## config.mk

```make
export PLATFORM = sky130hd
export DESIGN_NAME = ndiv_slide_ctrl
export DESIGN_NICKNAME = d
export VERILOG_FILES = /design/src/rtl/slide_pkg.sv /design/src/rtl/slide_sync.sv /design/src/rtl/slide_tick_timer.sv /design/src/rtl/slide_step_table.sv /design/src/rtl/ndiv_slide_ctrl.sv
export SDC_FILE = /design/constraint.sdc
export NUM_CORES = 1
export LEC_CHECK = 0
export BUFFER_PORTS_ARGS = -buffer_cell sky130_fd_sc_hd__buf_2
export CORE_MARGIN = 2
export CORE_UTILIZATION = 43
export DETAILED_ROUTE_END_ITERATION = 12
export PLACE_DENSITY = 0.74
export SLEW_MARGIN = 10
export SYNTH_ARGS = -nofsm -noshare
export SYNTH_HDL_FRONTEND = slang
export SYNTH_SLANG_ARGS = --single-unit
```

## constraint.sdc

```tcl
create_clock -name clk -period 1.75 [get_ports clk]
set_clock_uncertainty 0.2 [all_clocks]
set_input_delay 0.4375 -clock clk [delete_from_list [all_inputs] [get_ports clk]]
set_output_delay 0.4375 -clock clk [all_outputs]
set_load 0.03 [all_outputs]
```

## src/rtl/slide_pkg.sv

```systemverilog
package slide_pkg;

    typedef enum logic [2:0] {
        SL_IDLE   = 3'd0,
        SL_SETTLE = 3'd1,
        SL_LOAD   = 3'd2,
        SL_ARM    = 3'd3,
        SL_RAMP   = 3'd4
    } slide_state_e;

    typedef struct packed {
        logic [7:0] a;
        logic [7:0] b;
        logic       bad;
    } step_cfg_t;

    function automatic step_cfg_t step_lookup(input logic [2:0] sel);
        step_cfg_t r;
        r = '{a: 8'h00, b: 8'h00, bad: 1'b1};
        case (sel)
            3'd0, 3'd1, 3'd2: r = '{a: 8'h2B, b: 8'h0B, bad: 1'b0};
            3'd3:             r = '{a: 8'h12, b: 8'h08, bad: 1'b0};
            3'd4:             r = '{a: 8'h04, b: 8'h05, bad: 1'b0};
            default:          r = '{a: 8'h00, b: 8'h00, bad: 1'b1};
        endcase
        return r;
    endfunction

endpackage

```

## src/rtl/slide_sync.sv

```systemverilog
module slide_sync #(
    parameter int STAGES = 2
) (
    input  logic clk,
    input  logic rst,
    input  logic d,
    output logic q
);
    logic [STAGES-1:0] chain;

    generate
        if (STAGES == 1) begin : g_one
            always_ff @(posedge clk) begin
                if (rst) chain <= '0;
                else     chain <= d;
            end
        end else begin : g_many
            always_ff @(posedge clk) begin
                if (rst) chain <= '0;
                else     chain <= {chain[STAGES-2:0], d};
            end
        end
    endgenerate

    assign q = chain[STAGES-1];
endmodule

```

## src/rtl/slide_tick_timer.sv

```systemverilog
module slide_tick_timer #(
    parameter int CNT_W = 9
) (
    input  logic             clk,
    input  logic             rst,
    input  logic             clr,
    input  logic             tick,
    output logic [CNT_W-1:0] cnt
);
    always_ff @(posedge clk) begin
        if (rst || clr)               cnt <= '0;
        else if (tick && cnt != '1)   cnt <= cnt + 1'b1;
    end
endmodule

```

## src/rtl/slide_step_table.sv

```systemverilog
module slide_step_table
    import slide_pkg::*;
(
    input  logic [2:0] ref_sel,
    output logic [7:0] step_a,
    output logic [7:0] step_b,
    output logic       bad
);
    step_cfg_t cfg;
    assign cfg    = step_lookup(ref_sel);
    assign step_a = cfg.a;
    assign step_b = cfg.b;
    assign bad    = cfg.bad;
endmodule

```

## src/rtl/ndiv_slide_ctrl.sv

```systemverilog
module ndiv_slide_ctrl
    import slide_pkg::*;
#(
    parameter int NDIV_W     = 8,
    parameter int GAP_US     = 1,
    parameter int TIMEOUT_US = 500,
    parameter int SYNC_STAGES = 2
) (
    input  logic              clk,
    input  logic              rst,
    input  logic              req_valid,
    input  logic [NDIV_W-1:0] req_ndiv,
    input  logic [NDIV_W-1:0] cur_ndiv,
    input  logic              ramp_done_async,
    input  logic              us_tick,
    input  logic [2:0]        ref_sel,
    output logic              slowdown_o,
    output logic              ramp_en_o,
    output logic              coeff_wr_o,
    output logic [NDIV_W-1:0] coeff_ndiv_o,
    output logic [7:0]        step_a_o,
    output logic [7:0]        step_b_o,
    output logic              cfg_err_o,
    output logic              busy_o,
    output logic              done_o,
    output logic              timeout_o
);
    localparam int LIMIT_MAX = (TIMEOUT_US > GAP_US) ? TIMEOUT_US : GAP_US;
    localparam int CNT_W     = $clog2(LIMIT_MAX + 2);
    localparam logic [CNT_W-1:0] GAP_CNT = CNT_W'(GAP_US);
    localparam logic [CNT_W-1:0] TMO_CNT = CNT_W'(TIMEOUT_US);

    slide_state_e      state_q, state_d;
    logic [CNT_W-1:0]  us_cnt;
    logic              timer_clr;
    logic              ramp_done_s;
    logic              accept, same_n, ramp_ok, ramp_tmo;
    logic [NDIV_W-1:0] ndiv_q;
    logic              done_q, tmo_q;

    slide_sync #(.STAGES(SYNC_STAGES)) u_sync (
        .clk (clk), .rst (rst), .d (ramp_done_async), .q (ramp_done_s)
    );

    slide_tick_timer #(.CNT_W(CNT_W)) u_timer (
        .clk (clk), .rst (rst), .clr (timer_clr), .tick (us_tick), .cnt (us_cnt)
    );

    slide_step_table u_steps (
        .ref_sel (ref_sel), .step_a (step_a_o), .step_b (step_b_o), .bad (cfg_err_o)
    );

    assign accept   = (state_q == SL_IDLE) && req_valid;
    assign same_n   = (req_ndiv == cur_ndiv);
    assign ramp_ok  = (state_q == SL_RAMP) && ramp_done_s;
    assign ramp_tmo = (state_q == SL_RAMP) && !ramp_done_s && (us_cnt == TMO_CNT);

    always_comb begin
        state_d = state_q;
        case (state_q)
            SL_IDLE:   if (accept && !same_n)    state_d = SL_SETTLE;
            SL_SETTLE: if (us_cnt == GAP_CNT)    state_d = SL_LOAD;
            SL_LOAD:                             state_d = SL_ARM;
            SL_ARM:    if (us_cnt == GAP_CNT)    state_d = SL_RAMP;
            SL_RAMP:   if (ramp_ok || ramp_tmo)  state_d = SL_IDLE;
            default:                             state_d = SL_IDLE;
        endcase
    end

    assign timer_clr = (state_d != state_q);

    always_ff @(posedge clk) begin
        if (rst) begin
            state_q <= SL_IDLE;
            ndiv_q  <= '0;
            done_q  <= 1'b0;
            tmo_q   <= 1'b0;
        end else begin
            state_q <= state_d;
            done_q  <= (accept && same_n) || ramp_ok || ramp_tmo;
            if (accept && !same_n) ndiv_q <= req_ndiv;
            if (accept)            tmo_q  <= 1'b0;
            else if (ramp_tmo)     tmo_q  <= 1'b1;
        end
    end

    assign slowdown_o   = (state_q != SL_IDLE);
    assign busy_o       = (state_q != SL_IDLE);
    assign ramp_en_o    = (state_q == SL_RAMP);
    assign coeff_wr_o   = (state_q == SL_LOAD);
    assign coeff_ndiv_o = ndiv_q;
    assign done_o       = done_q;
    assign timeout_o    = tmo_q;

    assert_same_n_quiet_R1: assert property (@(posedge clk) disable iff (rst)
        (accept && same_n) |=> (!slowdown_o && done_o && !timeout_o));

    assert_ramp_inside_slow_R2: assert property (@(posedge clk) disable iff (rst)
        ramp_en_o |-> slowdown_o);

    assert_write_before_ramp_R2: assert property (@(posedge clk) disable iff (rst)
        coeff_wr_o |-> (slowdown_o && !ramp_en_o));

    assert_wait_bounded_R3: assert property (@(posedge clk) disable iff (rst)
        ramp_en_o |-> (us_cnt <= TMO_CNT));

    assert_drop_together_R4: assert property (@(posedge clk) disable iff (rst)
        $fell(slowdown_o) |-> ($past(ramp_en_o) && done_o));

    assert_busy_ignores_R7: assert property (@(posedge clk) disable iff (rst)
        busy_o |=> $stable(coeff_ndiv_o));

    assert_timeout_with_done_R3: assert property (@(posedge clk) disable iff (rst)
        $rose(timeout_o) |-> done_o);
endmodule

```

==> Yosys cells after proc, flatten, opt, wreduce, memory -nomap -nowiden <==
Cells that the tools add are included.
{ "classes": {"n_reduce_logical": 18, "n_eq_ne": 13, "mux": 6, "add_sub_neg": 1} }
{ "ops": {"columns": ["cell", "n"], "rows": [
  ["one-hot mux 15 bit (3 select lines)", 1],
  ["one-hot mux 3 bit (5 select lines)", 1],
  ["equality test 3 x 2 -> 1 bit, second input constant", 4],
  ["2-to-1 mux 3 bit", 4],
  ["adder 9 x 1 -> 9 bit, second input constant", 1],
  ["equality test 9 x 1 -> 1 bit, second input constant", 1],
  ["equality test 9 bit, second input constant", 1],
  ["!= test 9 bit, second input constant", 1],
  ["equality test 8 bit", 1],
  ["logical AND 1 bit", 7],
  ["equality test 3 x 1 -> 1 bit, second input constant", 2],
  ["equality test 3 bit, second input constant", 2],
  ["logical NOT 3 bit", 2],
  ["logical OR 1 bit", 4],
  ["!= test 3 bit", 1],
  ["nonzero test 3 bit", 1],
  ["OR reduction 3 bit", 1],
  ["logical NOT 1 bit", 2],
  ["OR reduction 2 bit", 1]
]} }
{ "word_totals": {"regBits": 24, "output_inout_bits": 31, "word_cells": 44, "inputBits": 24} }

==> Depth between registers and ports, before layout <==
{ "logic_depth": {"depth_word": 8, "mapped_depth": 8, "depth_no_buf": 8} }

==> Cells and area by module <==
A second synthesis with hierarchy kept.
{ "unflattened": {"cells_unflattened": 153, "area_unflattened_um2": 1380.1} }
{ "by_module_without_submodules": {"columns": ["module", "area_per_inst_um2", "seq_area_each_um2", "cells_per_inst", "n_inst"], "rows": [
  ["ndiv_slide_ctrl", 769.5, 260.2, 82, 1],
  ["slide_tick_timer", 430.4, 180.2, 47, 1],
  ["slide_step_table", 127.6, 0.0, 20, 1],
  ["slide_sync", 52.6, 40.0, 4, 1]
]} }

==> Worst setup path after synthesis <==
No wires, ideal clock.
{ "synth_timing": {"path_type": "input to output", "start": "input ref_sel[2]", "end": "output step_b_o[2]", "path_buffers": 1, "arrival_time_ns": 1.680, "slack_ns": -0.568, "path_stages": 3, "path_cell_list": "inv_1 -> nor3_1 -> buf_4"} }
{ "synth_between": {"elab_chain_cells": 3} }
{ "synth_lines": {"columns": ["element", "line_no", "source"], "rows": [
  ["start: declaration", "ndiv_slide_ctrl.sv:16", "input logic [2:0] ref_sel,"],
  ["equality test 3 x 1 -> 1 bit, or another cell as far along", "slide_pkg.sv:20", "case (sel)"],
  ["OR reduction 3 bit", "slide_pkg.sv:20", null],
  ["one-hot mux 15 bit (3 select lines) *", "slide_pkg.sv:20", null],
  ["end: declaration", "ndiv_slide_ctrl.sv:22", "output logic [7:0] step_b_o,"]
]} }
Mark *: on every way between the ends. The rest lies on a longest branch, timed or not.

==> Worst setup path after layout <==
{ "layout_timing": {"start": "register u_timer.cnt[1]", "end": "register u_timer.cnt[7]"} }
{ "layout_between": {"elab_chain_cells": 7} }
{ "layout_lines": {"columns": ["element", "line_no", "source"], "rows": [
  ["start: declaration", "slide_tick_timer.sv:8", "output logic [CNT_W-1:0] cnt"],
  ["start signal: assignment", "slide_tick_timer.sv:12", "else if (tick && cnt != '1) cnt <= cnt + 1'b1;"],
  ["equality test 9 bit", "ndiv_slide_ctrl.sv:56", "assign ramp_tmo = (state_q == SL_RAMP) && !ramp_done_s && (us_cnt == TMO_CNT);"],
  ["logical AND 1 bit", "ndiv_slide_ctrl.sv:56", null],
  ["logical OR 1 bit", "ndiv_slide_ctrl.sv:65", "SL_RAMP: if (ramp_ok || ramp_tmo) state_d = SL_IDLE;"],
  ["2-to-1 mux 3 bit", "ndiv_slide_ctrl.sv:65", null],
  ["one-hot mux 3 bit (5 select lines)", "ndiv_slide_ctrl.sv:60", "case (state_q)"],
  ["!= test 3 bit", "ndiv_slide_ctrl.sv:70", "assign timer_clr = (state_d != state_q);"],
  ["logical OR 1 bit", "slide_tick_timer.sv:11", "if (rst || clr) cnt <= '0;"]
]} }
Parallel ways exist; a longest one is shown, timed or not.
A chain may end at the register's enable or synchronous reset.

==> implementation parameters <==
Parameter                              Value

Status
  Status    complete, but fails checks
  Failing checks    setup timing

Hold path
  Class of the most critical hold timing path    in -> reg

Place
  PortBufs    between 40 and 50
  Final HPWL DP    around 2500 um
  Gpl congestion    0.764
  Worst setup timing slack at the placement stage    -140 ps
  Placed Cells incl. Taps    between 200 and 300

Power
  Cell-internal power    about 0.00088 W
  Clock network fraction of total power    0.222
  Power per Cell Area    just under 600 mW/mm^2
  Combinational group share of total power    0.336
  Highest ir drop seen on vdd    about 0.35 mV
  Static power due to leakage    approximately 0.94 nW
  Sequential share of power    0.442
  Post-layout power    roughly 0.0013 W
  Switch Pwr    roughly 0.00046 W
  Sw frac    0.341

Floorplan
  Die area    approximately 0.0038 sq mm
  Placeable core region    roughly 0.0031 sq mm
  Die width    just over 60 um
  Starting utilization of the core area    0.460
  I/O pins    55
  Placement row count    20
  Chip height    61.8 um

Synth
  Library cell with the largest summed area after synthesis    sky130_fd_sc_hd__dfxtp_1
  Sequential element share of the synthesized area    0.334
  Syn Std Cell Area    about 0.0014 sq mm
  Post-synthesis area per instance    around 8.9 sq um
  Portion of synthesized cell area occupied by the leading cell type    0.334
  Flip-flop and latch count after synthesis    24
  Yosys warning count    0
  Distinct cells, synth    37
  Cell types occupying the most area after synthesis    sky130_fd_sc_hd__dfxtp_1, sky130_fd_sc_hd__xor2_1, sky130_fd_sc_hd__buf_4
  Count of mapped cells out of synthesis    between 150 and 200

Setup path
  Maximum fanout count along the critical path    4
  Sort of element at the end of the critical path    flip-flop
  Signal arrival time at the worst endpoint    between 1500 and 2000 ps
  Setup slack, reg-to-reg    -190 ps
  CP Launch Type    flip-flop
  WS Path Type    reg -> reg
  Data required time at the worst endpoint    1760 ps

Timing
  Worst hold-check slack    about 120 ps
  Peak Freq    around 0.51 GHz
  Time the worst path needs with I/O delays and setup    ~1900 ps
  Fin crit share    1.11
  RSZ-0062 raised after global routing    yes
  Final hold violation count    0
  Worst Setup Slack, final    -194 ps
  Final number of setup-violating endpoints    8
  Pins Over Slew Limit    0

GRT
  Number of global-route vias before repair    1172
  First-pass GRT wire length    5050 um
  Antenna violations before repair    0
  Maximum number of pins on one net before global-route repair    17
  GRT Util Overall    0.175
  Grt ovf    0

Clock tree
  CTS tree    yes
  Worst-Skew Late Latency    roughly 320 ps
  Cts bufs inserted    3
  Clock sinks    24
  Clock transition at the register clock pins on the worst setup and hold paths after CTS    around 140 ps
  Clock root buffer    sky130_fd_sc_hd__clkbuf_4
  Maximum number of buffers from clock root to sink    2
  Maximum level of the CTS H-tree    1

Job
  MaxCap Viol Count    0

Final layout
  Area Growth Syn to Fin    57.2%
  Share of the core filled with cells in the final layout    0.722
  Post-layout nets    266
  Leading cell type in the layout, fill and taps excluded    sky130_fd_sc_hd__buf_2
  Leading cell types in the layout, fill and taps excluded    sky130_fd_sc_hd__buf_2, sky130_fd_sc_hd__buf_4, sky130_fd_sc_hd__nand2_1
  Non-filler cells in the finished layout    281
  Share of layout cells above drive strength 1    0.586
  Total inserted antenna cells    0

Drt
  Drc violations    0
  Initial DRC Count    32
  First-pass iteration count of the detailed router    4
  Number of antenna-violating nets in the routed design    0
  Post-Route WL    approximately 3600 um
  Via-per-instance ratio    between 4 and 5
  Via count of the routed design    between 1000 and 1500
  Routed WL per cell    between 10 and 15 um
==> power groups by stage <==
stage	combinational, W	sequential, W	clock (W)
2_1_floorplan	0.000236	0.000632	0
3_3_place_gp	0.000379	0.000605	0
3_5_place_dp	0.000385	0.000605	0
4_1_cts	0.000407	0.000595	0.000296
5_1_grt	0.000480	0.000596	0.000322
6_report	0.000450	0.000593	0.000298
==> cell families (layout without fill, tap and decap cells) <==
| group | count (synthesis) | count (layout) | synth area share |
|---|---|---|---|
| mux | 8 | 8 | 0.0557 |
| xor+xnor | 16 | 16 | 0.0975 |
| fa+ha+maj | 4 | 4 | 0.0348 |
| buf+inv | 24 | 93 | 0.0940 |
| compound gates | 28 | 29 | 0.149 |
| other cells | 1 | 6 | 0.00261 |
| simple gates | 57 | 57 | 0.232 |
| flops | 24 | 24 | 0.334 |
==> final timing paths <==
kind | startpoint | to | depth (start not counted)
worst min register to register | coeff_ndiv_o[6] | coeff_ndiv_o[6] | 2
worst min-delay path | ramp_done_async | u_sync.chain[0] | 2
worst max-delay path | u_timer.cnt[1] | u_timer.cnt[7] | 8
worst max register to register | u_timer.cnt[1] | u_timer.cnt[7] | 8
==> registers in the layout (all words and copies together), names as in the netlist <==
| register | flops |
|---|---|
| coeff_ndiv_o | 8 |
| done_o | 1 |
| state_q | 3 |
| timeout_o | 1 |
| u_sync.chain | 2 |
| u_timer.cnt | 9 |
==> per-layer routing <==
metal / routed length [um] / up-vias / global-route usage
li1: - / 700 / -
met1: 1610 / 659 / 0.239
met2: 1760 / 38 / 0.286
met3: 144 / 6 / 0.0352
met4: 42 / 0 / 0.0456
met5: 0 / - / 0
==> Yosys cell counts <==
library cell and count:
sky130_fd_sc_hd__and2_1 1, sky130_fd_sc_hd__nor2_1 7, sky130_fd_sc_hd__nor4_1 1, sky130_fd_sc_hd__nand3b_1 1, sky130_fd_sc_hd__o21ai_2 1, sky130_fd_sc_hd__xnor2_1 5, sky130_fd_sc_hd__nor2b_1 3, sky130_fd_sc_hd__nand3_4 1
sky130_fd_sc_hd__clkbuf_1 3, sky130_fd_sc_hd__nor4_4 2, sky130_fd_sc_hd__a21oi_1 9, sky130_fd_sc_hd__conb_1 1, sky130_fd_sc_hd__a211oi_1 9, sky130_fd_sc_hd__clkinv_1 1, sky130_fd_sc_hd__a21o_2 1, sky130_fd_sc_hd__a21oi_4 1
sky130_fd_sc_hd__nand2b_1 1, sky130_fd_sc_hd__xor2_1 11, sky130_fd_sc_hd__nand3_1 3, sky130_fd_sc_hd__nor3_2 1, sky130_fd_sc_hd__a221oi_2 1, sky130_fd_sc_hd__inv_1 8, sky130_fd_sc_hd__o21ai_0 2, sky130_fd_sc_hd__a21boi_4 1
sky130_fd_sc_hd__nor4b_1 1, sky130_fd_sc_hd__nor3b_2 1, sky130_fd_sc_hd__o211ai_1 2, sky130_fd_sc_hd__mux2i_1 8, sky130_fd_sc_hd__dfxtp_1 24, sky130_fd_sc_hd__nand4b_1 2, sky130_fd_sc_hd__o2111ai_1 1, sky130_fd_sc_hd__nand2_1 22
sky130_fd_sc_hd__ha_1 4, sky130_fd_sc_hd__and3_1 2, sky130_fd_sc_hd__buf_4 12, sky130_fd_sc_hd__nor3_1 5, sky130_fd_sc_hd__nand4_1 3
==> cell type report <==
type                            count  area, sq um
Multi-Input combinational cell    120         1090
Fill cell                         238          868
Timing Repair Buffer               80          528
Sequential cell                    24          508
Tap cell                           44         55.1
Inverter                            9         38.8
Clock buffer                        4         36.3
==> metrics by stage <==
stage | cell area, sq um | TNS [ps]
2_1_floorplan | 1540 | -227
3_3_place_gp | 1940 | -1570
3_5_place_dp | 1940 | -2050
4_1_cts | 2050 | -844
5_1_grt | 2260 | -1220
6_report | 2260 | -517
==> timing repair <==
item / 4_1_cts / 5_1_grt
setup buffers: 3 / 4
gates cloned: 1 / 0
pin swaps: 3 / 14
hold buffers: 0 / 0
endpoints found under the hold margin: 0 / 0
gates resized for setup: 13 / 50
endpoints found under the setup margin: 17 / 19
==> worst max-delay path: stages, from the launching register on <==
cell,delay [ps]
sky130_fd_sc_hd__dfxtp_4,390
sky130_fd_sc_hd__ha_4,170
sky130_fd_sc_hd__nand3_4,90
sky130_fd_sc_hd__nor2_4,40
sky130_fd_sc_hd__ha_4,170
sky130_fd_sc_hd__nand4b_1,220
sky130_fd_sc_hd__nor3_2,160
sky130_fd_sc_hd__xnor2_1,110
sky130_fd_sc_hd__a211oi_1,290
Note: power is estimated with default switching activity, not from simulation.
